<file path="src/rtl/tcap_pkg.sv">
// Package: shared register map and field positions for the dual capture unit.
// Assumes a 2-bit register address and one control bit per channel.
package tcap_pkg;
    localparam int ADDR_W      = 2;
    localparam int N_CH        = 2;
    localparam int CTRL_EN_BIT = 2;

    typedef enum logic [ADDR_W-1:0] {
        REG_CTRL = 2'd0,
        REG_STAT = 2'd1,
        REG_CAP1 = 2'd2,
        REG_CAP2 = 2'd3
    } reg_addr_e;
endpackage

</file>
<file path="src/rtl/tcap_sync_edge.sv">
// Module: synchronizes one capture pin and flags a selected transition.
// Assumes the pin is low while reset is held; a pin that is high at reset
// release looks like a rising edge to the detector.
module tcap_sync_edge #(
    parameter int STAGES = 2
) (
    input  logic clk,
    input  logic rst_n,
    input  logic pin_i,
    input  logic rise_sel,
    output logic hit
);
    logic [STAGES-1:0] chain_q;
    logic              prev_q;
    logic              synced;

    assign synced = chain_q[STAGES-1];

    // Shift the pin through the synchronizer and remember the last synced level.
    always_ff @(posedge clk) begin
        if (!rst_n) begin
            chain_q <= '0;
            prev_q  <= 1'b0;
        end else begin
            chain_q <= {chain_q[STAGES-2:0], pin_i};
            prev_q  <= synced;
        end
    end

    // Report a hit only for the transition direction that rise_sel picks.
    always_comb begin
        if (rise_sel) hit = synced & ~prev_q;
        else          hit = ~synced & prev_q;
    end
endmodule

</file>
<file path="src/rtl/tcap_channel.sv">
// Module: one capture channel, made of a stamp register, a pending flag and
// the arm bit for the two-step clear. Assumes stat_rd and cap_acc are never
// high in the same cycle, because they decode different addresses.
module tcap_channel #(
    parameter int CNT_W = 8
) (
    input  logic             clk,
    input  logic             rst_n,
    input  logic             hit,
    input  logic             blocked,
    input  logic [CNT_W-1:0] cnt,
    input  logic             stat_rd,
    input  logic             cap_acc,
    output logic             flag,
    output logic [CNT_W-1:0] cap
);
    logic take;
    logic arm_q;

    assign take = hit & ~blocked;

    // Latch the counter on an accepted edge.
    always_ff @(posedge clk) begin
        if (!rst_n)    cap <= '0;
        else if (take) cap <= cnt;
    end

    // Arm on a status read that sees the flag; a capture or an access disarms.
    always_ff @(posedge clk) begin
        if (!rst_n)               arm_q <= 1'b0;
        else if (take)            arm_q <= 1'b0;
        else if (stat_rd && flag) arm_q <= 1'b1;
        else if (cap_acc)         arm_q <= 1'b0;
    end

    // Set the flag on a capture; clear it on an armed access. A capture wins.
    always_ff @(posedge clk) begin
        if (!rst_n)                 flag <= 1'b0;
        else if (take)              flag <= 1'b1;
        else if (cap_acc && arm_q)  flag <= 1'b0;
    end
endmodule

</file>
<file path="src/rtl/tcap_regs.sv">
// Module: bus decode, control register and read-data mux.
// Assumes one access per cycle, with read data valid in the same cycle as the strobe.
module tcap_regs
    import tcap_pkg::*;
#(
    parameter int CNT_W = 8
) (
    input  logic                   clk,
    input  logic                   rst_n,
    input  logic                   bus_sel,
    input  logic                   bus_wr,
    input  logic [ADDR_W-1:0]      bus_addr,
    input  logic [CNT_W-1:0]       bus_wdata,
    input  logic [N_CH-1:0]        flags,
    input  logic [N_CH*CNT_W-1:0]  cap_flat,
    output logic [N_CH-1:0]        edge_rise,
    output logic                   irq_en,
    output logic                   stat_rd,
    output logic [N_CH-1:0]        cap_acc,
    output logic [CNT_W-1:0]       rdata
);
    logic ctrl_wr;

    assign ctrl_wr = bus_sel && bus_wr && (bus_addr == REG_CTRL);
    assign stat_rd = bus_sel && !bus_wr && (bus_addr == REG_STAT);

    for (genvar i = 0; i < N_CH; i++) begin : g_acc
        // Any access, read or write, to this channel's capture register.
        assign cap_acc[i] = bus_sel && (bus_addr == ADDR_W'(int'(REG_CAP1) + i));
    end

    // Hold the edge selects and the interrupt enable.
    always_ff @(posedge clk) begin
        if (!rst_n) begin
            edge_rise <= '0;
            irq_en    <= 1'b0;
        end else if (ctrl_wr) begin
            edge_rise <= bus_wdata[N_CH-1:0];
            irq_en    <= bus_wdata[CTRL_EN_BIT];
        end
    end

    // Select the register addressed by the bus.
    always_comb begin
        rdata = '0;
        case (bus_addr)
            REG_CTRL: begin
                rdata[N_CH-1:0]    = edge_rise;
                rdata[CTRL_EN_BIT] = irq_en;
            end
            REG_STAT: rdata[N_CH-1:0] = flags;
            REG_CAP1: rdata = cap_flat[0 +: CNT_W];
            REG_CAP2: rdata = cap_flat[CNT_W +: CNT_W];
            default:  rdata = '0;
        endcase
    end
endmodule

</file>
<file path="src/rtl/tcap_dual.sv">
// Module: top of the dual-channel input capture unit. It ties two
// synchronized edge detectors and two capture channels to the register
// block. Channel 1 is blocked while pulse_mode is high.
module tcap_dual
    import tcap_pkg::*;
#(
    parameter int CNT_W       = 8,
    parameter int SYNC_STAGES = 2
) (
    input  logic              clk,
    input  logic              rst_n,
    input  logic [CNT_W-1:0]  cnt_val,
    input  logic [1:0]        cap_pin,
    input  logic              pulse_mode,
    input  logic              int_mask_n,
    input  logic              bus_sel,
    input  logic              bus_wr,
    input  logic [1:0]        bus_addr,
    input  logic [CNT_W-1:0]  bus_wdata,
    output logic [CNT_W-1:0]  bus_rdata,
    output logic              irq
);
    logic [N_CH-1:0]       hit_vec;
    logic [N_CH-1:0]       flag_vec;
    logic [N_CH-1:0]       edge_rise;
    logic [N_CH-1:0]       cap_acc;
    logic [N_CH-1:0]       block_vec;
    logic [N_CH*CNT_W-1:0] cap_flat;
    logic                  irq_en;
    logic                  stat_rd;

    for (genvar i = 0; i < N_CH; i++) begin : g_ch
        if (i == 0) begin : g_blk
            // Channel 1 is out of service in one-pulse and PWM modes.
            assign block_vec[i] = pulse_mode;
        end else begin : g_free
            assign block_vec[i] = 1'b0;
        end

        tcap_sync_edge #(.STAGES(SYNC_STAGES)) u_edge (
            .clk      (clk),
            .rst_n    (rst_n),
            .pin_i    (cap_pin[i]),
            .rise_sel (edge_rise[i]),
            .hit      (hit_vec[i])
        );

        tcap_channel #(.CNT_W(CNT_W)) u_chan (
            .clk     (clk),
            .rst_n   (rst_n),
            .hit     (hit_vec[i]),
            .blocked (block_vec[i]),
            .cnt     (cnt_val),
            .stat_rd (stat_rd),
            .cap_acc (cap_acc[i]),
            .flag    (flag_vec[i]),
            .cap     (cap_flat[i*CNT_W +: CNT_W])
        );
    end

    tcap_regs #(.CNT_W(CNT_W)) u_regs (
        .clk       (clk),
        .rst_n     (rst_n),
        .bus_sel   (bus_sel),
        .bus_wr    (bus_wr),
        .bus_addr  (bus_addr),
        .bus_wdata (bus_wdata),
        .flags     (flag_vec),
        .cap_flat  (cap_flat),
        .edge_rise (edge_rise),
        .irq_en    (irq_en),
        .stat_rd   (stat_rd),
        .cap_acc   (cap_acc),
        .rdata     (bus_rdata)
    );

    // One shared request: any pending flag, gated by the enable and the mask.
    assign irq = (|flag_vec) & irq_en & int_mask_n;
endmodule

</file>
<file path="config.mk">
export PLATFORM = sky130hd
export DESIGN_NAME = tcap_dual
export DESIGN_NICKNAME = d
export VERILOG_FILES = /design/src/rtl/tcap_pkg.sv /design/src/rtl/tcap_sync_edge.sv /design/src/rtl/tcap_channel.sv /design/src/rtl/tcap_regs.sv /design/src/rtl/tcap_dual.sv
export SDC_FILE = /design/constraint.sdc
export NUM_CORES = 1
export LEC_CHECK = 0
export CAP_MARGIN = 40
export CORE_UTILIZATION = 50
export CTS_CLUSTER_SIZE = 10
export DETAILED_ROUTE_END_ITERATION = 10
export DONT_BUFFER_PORTS = 1
export PLACE_DENSITY = 0.69
export REMOVE_ABC_BUFFERS = 1
export SETUP_SLACK_MARGIN = 0.1
export SYNTH_ARGS = -nofsm -noshare
export SYNTH_HDL_FRONTEND = slang
export SYNTH_SLANG_ARGS = --single-unit
</file>
<file path="constraint.sdc">
create_clock -name clk -period 2.05 [get_ports clk]
set_clock_uncertainty 0.2 [all_clocks]
set_input_delay 0.41 -clock clk [delete_from_list [all_inputs] [get_ports clk]]
set_output_delay 0.41 -clock clk [all_outputs]
set_load 0.02 [all_outputs]
</file>
==> impl_results.md, run 1 <==
- CTS tree: built
- Num CTS Buffers: 5
- Ranking of synthesized cells by area: dfxtp_1 (45%), mux2i_1 (20%), nand2_1 (7.3%)
- VDD IR max: 533.6 µV
- Worst min path class: input port to register
- Max-cap viol count: 0
- Post-route minimum period: 1833 ps
- Drt drc: 0
- Crit share post-route: 89.39%
- ANT nets after route: 0
- Via density: 5.606
- Final core occ: 59.36%
- H-tree depth: 2
- Gr usage total: 19.55%
- Grt total ovfl: 0
- GPL Wtd Cong: 0.7131
- Final-report hold violation count: 0
- WP data arrival: 1220 ps
- First-pass GRT wire length: 3636 µm
- Vias in the first global route: 853
- RSZ-0062 raised after global routing: no
- Mapped Cells: 125
- Post-DP HPWL: 1558 µm
- Pins over their slew limit: 0
- Sequential area share after synthesis: 45.45%
- Async set or reset register ratio after synthesis: 0%
- Reg clk slew, reported paths: 90 ps
- # rows: 17
- Worst-path cell chain: mux4_2
- Pwr dens: 695.1 nW/µm²
- Setup TNS: 0 ps
- Root buffer cell: clkbuf_4
- Chip Height: 52.55 µm
- Ant diodes: 0
- Kind of cell adding the most delay to the critical path: multiplexers
- Status: finished clean
- Initial DRC count: 18
- Postcts setup bufs: 0
- Fin cells: 160
- WP data required: 1440 ps
- Area leader, netlist: dfxtp_1
- PortBufs: 0
- Hold_ws: 20.29 ps
- Post-Syn Area per Cell: 10.22 µm²
- Drt pass-1 iters: 4
- Share of cells above drive strength 1: 9.848%
- Yosys reg bits: 29
- Clock Path Buffers: 2
- Setup violators final: 0
- Main flop type after synthesis: dfxtp_1
- R2r setup slk: 710 ps
- Post-synthesis cell type count: 27
- Pin count of the biggest net entering global routing: 36
- Final WL: 2394 µm
- Core Footprint: 2318 µm²
- Wire length per cell: 14.96 µm
- Met3 usage: 8.986%
- # nets final: 157
- Placed cell count: 148
- Rel. slew slack: 71.94%
- Final Cell Area: 1376 µm²
- CTS Sinks: 29
- Static leakage: 0.6328 nW
- Grt peak-use layer: met2
- Vias: 897
- Number of synthesized flops with an enable pin: 0
- Grt met1 use: 19.89%
- Worst Path Buf+Inv: 0
- WS Path Type: register to output pin
- I/O pins: 35
- Die Footprint: 2761 µm²
- Grt met2 use: 32.91%
- CP max-delay cell: mux4_2
- CP Launch Type: register
- Antenna violations before repair: 0
- Starting Density: 55.10%
- Critical path fanouts, max: 4
- Clk Latency, worst-skew pair: 320 ps
- Mapped Area: 1277 µm²
- Slowest cell delay on critical path: 540 ps
- Area Growth Syn to Fin: 7.738%
- FMAX: 0.5457 GHz
- Die width: 52.55 µm
- Post-DP Area: 1285 µm²
- Ys Warns: 0
- Yosys top cell area share: 45.45%
- Worst-margin pin slew: 420.0 ps
- Crit. End Element: output pin
[registers in the layout, summed over array words and instances, names as in the netlist]
| signal | cells |
|---|---|
| g_ch.u_chan.cap | 16 |
| g_ch.u_edge.prev_q | 2 |
| g_ch.u_chan.flag | 2 |
| g_ch.u_chan.arm_q | 2 |
| u_regs.edge_rise | 2 |
| u_regs.irq_en | 1 |
| g_ch.u_edge.chain_q | 4 |
[placed cells by master (no fill, tap or decap), drive strengths merged]
cell type,n
dfxtp,29
nor2b,9
nand3,2
inv,1
and4b,1
a31oi,1
mux2i,25
nor4bb,1
clkbuf,6
clkinv,2
nor3b,1
o21ai,2
dlygate4sd3,4
buf,3
nor2,1
nand4b,1
nand2,25
and4bb,1
nor4b,1
a21boi,3
a21oi,1
o211a,2
and2,6
mux4,2
o21a,1
o2111a,1
[worst paths after layout]
kind / startpoint / endpoint / cells after the start
worst min register to register: g_ch[0].u_edge.chain_q[0] / g_ch[0].u_edge.chain_q[1] / 1
worst min-delay path: rst_n / g_ch[0].u_edge.prev_q / 1
worst max register to register: u_regs.edge_rise[0] / g_ch[0].u_chan.cap[1] / 4
worst max-delay path: g_ch[0].u_chan.flag / bus_rdata[0] / 1
[logic make-up after synthesis]
group / Yosys count / share of synthesized area (%)
and+or+nand+nor: 49 / 20.76
DFF: 29 / 45.45
muxes: 27 / 23.11
AOI/OAI and AO/OA: 11 / 6.464
buffers and inverters: 9 / 4.211
[cell type report]
cell class,instances,area (µm²)
clock inverters,2,10.01
flip-flops and latches,29,580.6
clock buffers,6,41.29
multi-input cells,87,643.1
inverters,1,3.754
fillers,217,942.2
well taps,28,35.03
repair buffers,7,62.56
[synth_stat cells, drive strengths merged, types with 2 or more instances]
library cell and count:
nand3 2, mux4 2, dfxtp 29, nand2 25
mux2i 25, nor2b 9, clkbuf 3, a21boi 3
and2 6, o21ai 2, buf 5, o211a 2
[routing by layer]
metal	share of wire (%)	vias up
li1	-	446
met1	43	422
met2	49	23
met3	5.5	6
met4	1.9	0
met5	0	-
[through the flow]
| step | power (mW) | setup WS (ps) |
|---|---|---|
| 6_report | 0.9567 | 217.5 |
| 5_1_grt | 1.009 | 169.7 |
| 4_1_cts | 0.9669 | 201.8 |
| 3_5_place_dp | 0.6424 | 474.4 |
| 3_3_place_gp | 0.6395 | 469.7 |
| 2_1_floorplan | 0.6337 | 362.3 |
[report_power, final]
part	switching (mW)	leakage (nW)	internal, mW
clock	0.190	0.0320	0.130
combinational	0.0222	0.366	0.0314
sequential	0.00713	0.235	0.576
total	0.219	0.633	0.737
[repair_timing]
action,4_1_cts,5_1_grt
gates resized for setup,0,0
hold buffers,2,2
endpoints found under the hold margin,3,5
Power figures use the tool's default switching activity.
==> inputs of run 2 (changes only) <==
- ABC_AREA: not set -> 1
==> impl_results.md, run 2 <==
- Status: finished clean
- FMAX: 0.6127 GHz
- Clk Latency, worst-skew pair: 320 ps
- Post-route minimum period: 1632 ps
- WS Path Type: register to output pin
- Die Footprint: 2977 µm²
- ANT nets after route: 0
- Fin cells: 220
- First-pass GRT wire length: 4119 µm
- Static leakage: 0.6652 nW
- Drt pass-1 iters: 4
- Critical path fanouts, max: 4
- Postcts setup bufs: 0
- PortBufs: 0
- Yosys reg bits: 29
- Vias: 1147
- Mapped Area: 1381 µm²
- Worst-margin pin slew: 534.6 ps
- Pin count of the biggest net entering global routing: 18
- Core Footprint: 2545 µm²
- Root buffer cell: clkbuf_4
- Pins over their slew limit: 0
- RSZ-0062 raised after global routing: no
- Max reg flops: 16
- Rel. slew slack: 64.24%
- Share of cells above drive strength 1: 16.84%
- WP data arrival: 1020 ps
- Mapped Cells: 183
- Number of synthesized flops with an enable pin: 0
- Ant diodes: 0
- Crit share post-route: 79.61%
- Yosys top cell area share: 42.03%
- Ranking of synthesized cells by area: dfxtp_1 (42%), nand2_1 (8.7%), nor2_1 (7.6%)
- Antenna violations before repair: 0
- Reg clk slew, reported paths: 90 ps
- Vias in the first global route: 1022
- Chip Height: 54.56 µm
- Most frequent cells in the layout: nand2_1 (32), dfxtp_1 (29), nor2_1 (28)
- CTS Sinks: 29
- Worst min path class: input port to register
- CTS tree: built
- # rows: 18
- WP data required: 1440 ps
- Num CTS Buffers: 5
- Clock Path Buffers: 2
- Post-synth top cells: nand2_1 (32), dfxtp_1 (29), nor2_1 (28)
- Final WL: 2832 µm
- Setup violators final: 0
- H-tree depth: 2
- Hold depth: 2
- Via density: 5.214
- Post-DP HPWL: 1869 µm
- # nets final: 216
- I/O pins: 35
- Post-Syn Area per Cell: 7.548 µm²
- Final-report hold violation count: 0
- Drt drc: 0
- Async set or reset register ratio after synthesis: 0%
- Main flop type after synthesis: dfxtp_1
- Initial DRC count: 27
- Pwr dens: 706.0 nW/µm²
- Area Growth Syn to Fin: 5.887%
- Max-cap viol count: 0
- Largest regs: g_ch.u_chan.cap x16, g_ch.u_edge.chain_q x4
- Placed cell count: 209
- CP Launch Type: register
- Starting Density: 54.28%
- Die width: 54.56 µm
- Ys Warns: 0
- Worst Reg-to-Reg Cells: 5
- Wire length per cell: 12.87 µm
- Final worst slack: 417.9 ps
- Area leader, netlist: dfxtp_1
- Grt total ovfl: 0
- Post-synthesis cell type count: 23
- GPL Wtd Cong: 0.7415
- Crit. End Element: output pin
- Setup TNS: 0 ps
- Sequential area share after synthesis: 42.03%
- Most frequent cell after synthesis: nand2_1
- Gr usage total: 20.17%
- Commonest non-fill, non-tap cell in the layout: nand2_1
- Most flops, register: g_ch.u_chan.cap
- VDD IR max: 460.6 µV
- Place WS: 438.3 ps
-- run 2: worst max-delay path, cell delays in order, from the launching register on --
cell	delay (ps)
dfxtp_1	360
nand2_1	80
nand4_1	270
-- run 2: logic make-up (layout without fill, tap and decap cells) --
group | after synthesis | after routing | synth area share (%)
flops | 29 | 29 | 42.03
simple gates | 90 | 90 | 30.98
buf+inv | 35 | 42 | 12.59
compound gates | 29 | 29 | 14.40
-- run 2: path summary, 6_finish.rpt --
kind	startpoint	end	slack, ps
max	u_regs.edge_rise[0]	bus_rdata[0]	420
min	rst_n	u_regs.edge_rise[0]	10
min reg2reg	g_ch[0].u_edge.chain_q[0]	g_ch[0].u_edge.chain_q[1]	210
max reg2reg	u_regs.edge_rise[0]	g_ch[0].u_chan.cap[5]	770
-- run 2: through the flow --
step / total power [mW] / hold slack [ps] / area [µm²] / utilization (%)
final: 1.033 / 10.39 / 1463 / 57.47
after global routing: 1.074 / 4.408 / 1463 / 57.47
after CTS: 1.037 / 1.182 / 1453 / 57.08
after detailed placement: 0.6863 / 195.6 / 1368 / 53.74
after global placement: 0.6824 / 194.3 / 1368 / 53.74
after floorplan: 0.6686 / 190.0 / 1323 / -
-- run 2: repair_timing --
| item | in CTS | in global routing |
|---|---|---|
| hold endpoints to repair | 12 | 2 |
| resized for setup | 0 | 0 |
| hold buffers | 3 | 1 |
-- run 2: cell type report --
| class | instances | area, µm² |
|---|---|---|
| fillers | 236 | 1082 |
| multi-input cells | 119 | 626.9 |
| flip-flops and latches | 29 | 580.6 |
| inverters | 30 | 115.1 |
| clock buffers | 7 | 55.05 |
| repair buffers | 5 | 47.55 |
| well taps | 30 | 37.54 |
-- run 2: report_power, final --
part           total [mW]  internal [mW]  leakage [nW]  switching [mW]
logic              0.0913         0.0318         0.398          0.0595
clock network       0.349          0.162        0.0314           0.188
registers           0.592          0.581         0.236          0.0112
-- run 2: routing by layer --
metal,track usage [%],share of wire [%],up-vias
met4,8.974,1.9,0
met5,0,0,-
met2,34.96,46,39
li1,-,-,590
met1,21.81,45,509
met3,7.222,7.6,9
